$ cat src/rtl/spi_pause_pkg.sv
package spi_pause_pkg;

   // Synchronised view of the slave pins; order fixes the synchroniser bit lanes.
   typedef struct packed {
      logic quad;
      logic hold_n;
      logic sck;
      logic cs_n;
   } pins_t;

   localparam int unsigned PIN_W = $bits(pins_t);

   // Idle levels loaded into the synchroniser and edge flops at reset.
   localparam pins_t PINS_IDLE = '{quad: 1'b0, hold_n: 1'b1, sck: 1'b0, cs_n: 1'b1};

endpackage

$ cat src/rtl/spi_pause_sync.sv
module spi_pause_sync #(
   parameter int unsigned WIDTH     = 4,
   parameter int unsigned STAGES    = 2,
   parameter logic [WIDTH-1:0] RST_VAL = '0
) (
   input  logic             clk,
   input  logic             rst_n,
   input  logic [WIDTH-1:0] async_i,
   output logic [WIDTH-1:0] sync_o
);

   initial begin
      assert (STAGES >= 2) else $error("spi_pause_sync: STAGES must be at least 2");
      assert (WIDTH >= 1) else $error("spi_pause_sync: WIDTH must be at least 1");
   end

   logic [WIDTH-1:0] chain_q [STAGES];

   for (genvar s = 0; s < STAGES; s++) begin : g_stage
      if (s == 0) begin : g_first
         always_ff @(posedge clk or negedge rst_n) begin
            if (!rst_n) chain_q[s] <= RST_VAL;
            else        chain_q[s] <= async_i;
         end
      end else begin : g_next
         always_ff @(posedge clk or negedge rst_n) begin
            if (!rst_n) chain_q[s] <= RST_VAL;
            else        chain_q[s] <= chain_q[s-1];
         end
      end
   end

   assign sync_o = chain_q[STAGES-1];

endmodule

$ cat src/rtl/spi_pause_edges.sv
module spi_pause_edges #(
   parameter int unsigned WIDTH        = 4,
   parameter logic [WIDTH-1:0] RST_VAL = '0
) (
   input  logic             clk,
   input  logic             rst_n,
   input  logic [WIDTH-1:0] lvl_i,
   output logic [WIDTH-1:0] rise_o,
   output logic [WIDTH-1:0] fall_o
);

   logic [WIDTH-1:0] prev_q;

   always_ff @(posedge clk or negedge rst_n) begin
      if (!rst_n) prev_q <= RST_VAL;
      else        prev_q <= lvl_i;
   end

   for (genvar b = 0; b < WIDTH; b++) begin : g_bit
      assign rise_o[b] =  lvl_i[b] & ~prev_q[b];
      assign fall_o[b] = ~lvl_i[b] &  prev_q[b];
   end

endmodule

$ cat src/rtl/spi_pause_hold_fsm.sv
module spi_pause_hold_fsm (
   input  logic clk,
   input  logic rst_n,
   input  logic cs_n_s,
   input  logic sck_s,
   input  logic hold_n_s,
   input  logic quad_s,
   output logic held_o
);

   logic held_q;
   logic allow_hold;

   // Pausing is only meaningful while selected and with the pin not used as data.
   assign allow_hold = ~cs_n_s & ~quad_s;

   // A pin change commits only while the serial clock is low: immediately if it
   // already is, otherwise on the cycle the falling edge is seen.
   always_ff @(posedge clk or negedge rst_n) begin
      if (!rst_n)          held_q <= 1'b0;
      else if (!allow_hold) held_q <= 1'b0;
      else if (!sck_s)     held_q <= ~hold_n_s;
   end

   assign held_o = held_q;

   AST_MOVE_ON_LOW_SCK: assert property (@(posedge clk) disable iff (!rst_n)
      ((held_q != $past(held_q)) && !$past(cs_n_s) && !$past(quad_s)) |-> !$past(sck_s));

   AST_QUAD_NO_HOLD: assert property (@(posedge clk) disable iff (!rst_n)
      quad_s |=> !held_q);

   AST_DESELECT_CLEARS: assert property (@(posedge clk) disable iff (!rst_n)
      cs_n_s |=> !held_q);

endmodule

$ cat src/rtl/spi_pause_ctrl.sv
module spi_pause_ctrl
   import spi_pause_pkg::*;
#(
   parameter int unsigned SYNC_STAGES = 2
) (
   input  logic clk,
   input  logic rst_n,
   input  logic cs_n_i,
   input  logic sck_i,
   input  logic hold_n_i,
   input  logic quad_en_i,
   input  logic so_oe_req_i,
   output logic hold_active_o,
   output logic sample_stb_o,
   output logic launch_stb_o,
   output logic so_oe_o,
   output logic cmd_reset_o
);

   initial begin
      assert (SYNC_STAGES >= 2) else $error("spi_pause_ctrl: SYNC_STAGES must be at least 2");
   end

   pins_t pins_raw;
   pins_t pins_s;
   pins_t pins_rise;
   pins_t pins_fall;
   logic  held;
   logic  selected;

   assign pins_raw = '{quad: quad_en_i, hold_n: hold_n_i, sck: sck_i, cs_n: cs_n_i};

   spi_pause_sync #(
      .WIDTH   (PIN_W),
      .STAGES  (SYNC_STAGES),
      .RST_VAL (PINS_IDLE)
   ) u_sync (
      .clk     (clk),
      .rst_n   (rst_n),
      .async_i (pins_raw),
      .sync_o  (pins_s)
   );

   spi_pause_edges #(
      .WIDTH   (PIN_W),
      .RST_VAL (PINS_IDLE)
   ) u_edges (
      .clk    (clk),
      .rst_n  (rst_n),
      .lvl_i  (pins_s),
      .rise_o (pins_rise),
      .fall_o (pins_fall)
   );

   spi_pause_hold_fsm u_fsm (
      .clk      (clk),
      .rst_n    (rst_n),
      .cs_n_s   (pins_s.cs_n),
      .sck_s    (pins_s.sck),
      .hold_n_s (pins_s.hold_n),
      .quad_s   (pins_s.quad),
      .held_o   (held)
   );

   assign selected      = ~pins_s.cs_n;
   assign hold_active_o = held;
   assign sample_stb_o  = selected & ~held & pins_rise.sck;
   assign launch_stb_o  = selected & ~held & pins_fall.sck;
   assign so_oe_o       = selected & ~held & so_oe_req_i;
   assign cmd_reset_o   = pins_rise.cs_n;

   AST_OE_OFF_WHILE_HELD: assert property (@(posedge clk) disable iff (!rst_n)
      hold_active_o |-> !so_oe_o);

   AST_NO_STROBE_WHILE_HELD: assert property (@(posedge clk) disable iff (!rst_n)
      hold_active_o |-> !(sample_stb_o || launch_stb_o));

   AST_STROBES_EXCLUSIVE: assert property (@(posedge clk) disable iff (!rst_n)
      $countones({sample_stb_o, launch_stb_o}) <= 1);

   AST_RESET_PULSE_SHORT: assert property (@(posedge clk) disable iff (!rst_n)
      cmd_reset_o |=> !cmd_reset_o);

endmodule

$ cat config.mk
export PLATFORM = sky130hd
export DESIGN_NAME = spi_pause_ctrl
export DESIGN_NICKNAME = d
export VERILOG_FILES = /design/src/rtl/spi_pause_pkg.sv /design/src/rtl/spi_pause_sync.sv /design/src/rtl/spi_pause_edges.sv /design/src/rtl/spi_pause_hold_fsm.sv /design/src/rtl/spi_pause_ctrl.sv
export SDC_FILE = /design/constraint.sdc
export NUM_CORES = 1
export LEC_CHECK = 0
export BUFFER_PORTS_ARGS = -buffer_cell sky130_fd_sc_hd__buf_2
export CAP_MARGIN = 15
export CORE_AREA = 2 2 39 41
export DETAILED_ROUTE_END_ITERATION = 7
export DIE_AREA = 0 0 41 43
export SLEW_MARGIN = 20
export SYNTH_ARGS = -nofsm -noshare
export SYNTH_HDL_FRONTEND = slang
export SYNTH_HIERARCHICAL = 1
export SYNTH_SLANG_ARGS = --single-unit
$ cat constraint.sdc
create_clock -name clk -period 1.91 [get_ports clk]
set_input_delay 0.191 -clock clk [delete_from_list [all_inputs] [get_ports clk]]
set_output_delay 0.191 -clock clk [all_outputs]
set_load 0.03 [all_outputs]
==> summary.md, run 1 <==
| Metric | Value |
|---|---|
| Outcome | finished, final reports clean |
| Crit-path cells | nor2b_1 > nor3b_1 > buf_2 |
| Max-cap violations | 0 |
| Core area | 1384 um2 |
| Worst-path clk slew | 60 ps |
| First-iteration detailed-routing DRC count | 2 |
| Worst R2R Start | u_sync/sync_o[1] |
| Syn. warnings | 6 |
| CP required | 1720 ps |
| Setup bufs post-CTS | 0 |
| Commonest non-fill, non-tap cell in the layout | buf_2 |
| Area Growth Syn to Fin | 21.67% |
| H-tree levels | 1 |
| Critical Path Fanout Max | 5 |
| Worst-Skew Late Latency | 260 ps |
| Final Cell Area | 456.7 um2 |
| Max Slew Vio Count | 0 |
| Fraction of layout instances using a drive strength above 1 | 55.56% |
| Critical path type | reg2out |
| Initial antenna violation count | 0 |
| Max IR drop VDD | 0.3770 mV |
| Die area | 1763 um2 |
| WHS Path Cells | 1 |
| Total track usage | 6.551% |
| CTS tree | built |
| Avg Inst Size Synth | 15.64 um2 |
| Fin Setup TNS | 0 ps |
| Reg2reg end | u_fsm/held_o |
| Root buffer cell | clkbuf_4 |
| Clock Skew | 3.163 ps |
| Routability Congestion | 0.5559 |
| FMAX | 0.7223 GHz |
| Final nets | 44 |
| R2r setup slk | 1000 ps |
| Static leakage | 0.2077 nW |
| Area after DPL | 420.4 um2 |
| Final min period | 1384 ps |
| Mapped Area | 375.4 um2 |
| Worst Path Buf+Inv | 1 |
| Crit-path max cell delay | 380 ps |
| Post-CTS sizing | 0 |
| I/O Buffers | 11 |
| Crit-path slowest cell | dfrtp_1 |
| PD cells | 951.6 nW/um2 |
| Via density | 3.827 |
| ANT nets after route | 0 |
| Initial Utilization | 27.12% |
| Post-synth net total | 31 |
| Worst Path Arrival | 1190 ps |
| Stages on worst setup path | 3 |
| DRT Wirelength | 457 um |
| Endpoints failing hold | 0 |
| Most frequent cells in the layout | 11 x buf_2, 6 x dfrtp_1, 5 x dfstp_2 |
| Largest net degree at the start of global routing | 12 |
| Critical path capture point | sample_stb_o |
| First-pass GRT wire length | 710 um |
| RSZ-0062 raised after global routing | no |
| Worst Setup SP | u_sync/sync_o[1] |
| Cell Rows | 14 |
| Total gr overflow | 0 |
| CTS max path bufs | 2 |
| Total power of the final layout | 434.6 uW |
| Die Ht | 43 um |
| TritonCTS Sinks | 11 |
| Post-cts hold buffer count | 1 |
| CP top delay family | flip-flops |
| Total CTS buffers | 3 |
| Worst hold path class | in2reg |
| Util after Layout | 33.00% |
| Via count | 199 |
| # DRC | 0 |
| Cells after Synth | 24 |
| Vias in the first global route | 173 |
| DRT Pass-1 Iters | 2 |
| Chip width | 41 um |
| FF-to-FF path depth | 2 |
| Startpoint Class | flop |
| Routed WL per cell | 8.788 um |
| CP Capture Type | output pin |
| Final period util | 72.49% |
| Final setup violation count | 0 |
| Ant diodes | 0 |
| I/O pin count | 12 |
| Slew headroom | 84.84% |
| Actual slew at the worst max-slew pin | 227.4 ps |
routing by layer:
layer	GRT usage, %	part of all wire [%]	up-vias
met3	4.712	11	0
met2	8.438	46	12
met4	4.000	0	0
met1	7.534	42	90
li1	-	-	97
met5	0	0	-
flip-flops by register name, indices dropped and copies added (netlist names):
name,flops
u_sync/chain_q,4
u_sync/sync_o,4
u_edges/prev_q,2
u_fsm/held_o,1
stage by stage:
stage                     worst slack (ps)  hold slack, ps  cells
after floorplan                      418.3          -104.6     24
after global routing                 407.1           1.263     52
after CTS                            516.9           14.70     52
final                                525.5           28.43     52
after detailed placement             821.1           61.89     47
after global placement               824.8           58.60     47
worst min path at each step:
stage | from | endpoint | slack [ps]
after global routing | hold_n_i | u_sync/chain_q[6] | 1
after CTS | cs_n_i | u_sync/chain_q[4] | 10
after floorplan | rst_n | u_edges/prev_q[1] | -100
after global placement | rst_n | u_sync/chain_q[5] | 60
final | cs_n_i | u_sync/chain_q[4] | 30
after detailed placement | rst_n | u_sync/chain_q[5] | 60
final cells by class:
type	instances	area, um2
clock buffers	4	26.28
fillers	140	927.1
multi-input cells	9	63.81
flip-flops and latches	11	281.5
well taps	16	20.02
repair buffers	12	65.06
report_power, final:
group	switching, mW	internal (mW)
clock network	0.0680	0.0806
registers	0.00621	0.249
logic	0.0182	0.0130
No activity file was read; power rests on OpenSTA's default activity.
==> run 2, diff against run 1 <==
clock period = 1.3 ns   (was 1.91 ns; I/O delays follow)
==> summary.md, run 2 (synthesis results as in run 1) <==
| Metric | Value |
|---|---|
| Max IR drop VDD | 0.5139 mV |
| Total CTS buffers | 3 |
| Static leakage | 0.2372 nW |
| ANT nets after route | 0 |
| CP top delay family | flip-flops |
| H-tree levels | 1 |
| Critical path type | reg2out |
| Clock Skew | 1.647 ps |
| Core area | 1384 um2 |
| FF-to-FF path depth | 3 |
| Initial antenna violation count | 0 |
| Final setup violation count | 0 |
| Initial Utilization | 27.12% |
| First-pass GRT wire length | 800 um |
| Slew headroom | 84.11% |
| Area after DPL | 420.4 um2 |
| Switching pwr | 140.7 uW |
| Worst-Skew Late Latency | 260 ps |
| Actual slew at the worst max-slew pin | 238.4 ps |
| Endpoints failing hold | 0 |
| CP required | 1170 ps |
| CP Capture Type | output pin |
| CTS max path bufs | 2 |
| Fraction of layout instances using a drive strength above 1 | 54.76% |
| Reg2reg end | u_fsm/held_o |
| Area Growth Syn to Fin | 40.33% |
| # DRC | 0 |
| I/O Buffers | 11 |
| Internal power | 518.0 uW |
| Worst Path Arrival | 1140 ps |
| DRT Pass-1 Iters | 1 |
| TritonCTS Sinks | 11 |
| Sw frac | 21.35% |
| Root buffer cell | clkbuf_4 |
| Worst hold path class | in2async |
| DRT Wirelength | 558 um |
| Final Cell Area | 526.8 um2 |
| Final nets | 50 |
| FMAX | 0.7854 GHz |
| Largest net degree at the start of global routing | 12 |
| Commonest non-fill, non-tap cell in the layout | buf_2 |
| Total power of the final layout | 658.7 uW |
| Via count | 226 |
| Final min period | 1273 ps |
| Max-cap violations | 0 |
| Total gr overflow | 0 |
| Crit-path max cell delay | 400 ps |
| Routed WL per cell | 9.621 um |
| Startpoint Class | flop |
| CTS tree | built |
| Chip width | 41 um |
| PD cells | 1251 nW/um2 |
| Flop pwr share | 56.8% |
| Ant diodes | 0 |
| Die Ht | 43 um |
| Routability Congestion | 0.5530 |
| R2r setup slk | 270 ps |
| First-iteration detailed-routing DRC count | 0 |
| Critical Path Fanout Max | 3 |
| Worst-path clk slew | 60 ps |
| Outcome | finished, final reports clean |
| Via density | 3.897 |
| Cell Rows | 14 |
| Part of the power in the clock network | 33.3% |
| Comb pwr share | 10.0% |
| Die area | 1763 um2 |
| Fin Setup TNS | 0 ps |
| Vias in the first global route | 225 |
| Most frequent cells in the layout | 7 x buf_2, 6 x buf_4, 6 x dfrtp_1 |
| Worst Path Buf+Inv | 1 |
| Total track usage | 7.362% |
| Util after Layout | 38.07% |
| RSZ-0062 raised after global routing | yes |
| Crit-path cells | nor2b_1 > nor3b_1 > buf_4 |
| Crit-path slowest cell | dfrtp_1 |
| Worst R2R Start | u_sync/sync_o[1] |
| Final period util | 97.94% |
| Worst hold slack | 257.2 ps |
| I/O pin count | 12 |
| Max Slew Vio Count | 0 |
-- run 2: cell types whose count changed in the layout (fill, tap and decap cells not counted), sizes merged --
cell / before / now
dlygate4sd3: 1 / 5
buf: 11 / 13
-- run 2: worst max-delay path by stage --
stage / depth (start not counted) / startpoint / slack, ps / end
final: 3 / u_sync/sync_o[1] / 30 / launch_stb_o
after global routing: 3 / u_sync/sync_o[1] / -40 / launch_stb_o
after CTS: 2 / u_sync/sync_o[0] / 0.7 / cmd_reset_o
after detailed placement: 2 / u_sync/sync_o[0] / 270 / cmd_reset_o
after global placement: 2 / u_sync/sync_o[0] / 280 / cmd_reset_o
after floorplan: 3 / u_sync/sync_o[1] / -130 / launch_stb_o
-- run 2: layer usage --
metal  up-vias  routed length (um)  global-route usage (%)
li1        109                   -                       -
met1       105                 232                   6.826
met2        12                 282                   11.56
met3         0                  43                   1.571
met4         0                   0                   8.000
met5         -                   0                       0
-- run 2: power groups by stage --
stage | sequential (mW) | combinational, mW | clock [mW]
after global routing | 0.376 | 0.0713 | 0.253
after CTS | 0.374 | 0.0619 | 0.236
final | 0.374 | 0.0656 | 0.219
after floorplan | 0.377 | 0.0329 | 0
after global placement | 0.379 | 0.0436 | 0
after detailed placement | 0.381 | 0.0450 | 0
-- run 2: final cells by class --
type	count	area [um2]
clock buffers	4	26.28
multi-input cells	9	68.82
repair buffers	18	130.1
well taps	16	20.02
flip-flops and latches	11	281.5
fillers	128	857.1
-- run 2: timing repair --
action,CTS,global route
resized for setup,3,2
gates cloned,0,0
endpoints found under the hold margin,15,0
buffers inserted,1,1
pin swaps,0,0
setup endpoints to repair,3,3
hold buffers,5,0
-- run 2: metrics by stage --
stage                     setup slack [ps]  cells
after global routing                -35.04     58
after floorplan                     -130.7     24
final                                26.83     58
after detailed placement             272.2     47
after CTS                           0.6792     57
after global placement               283.9     47
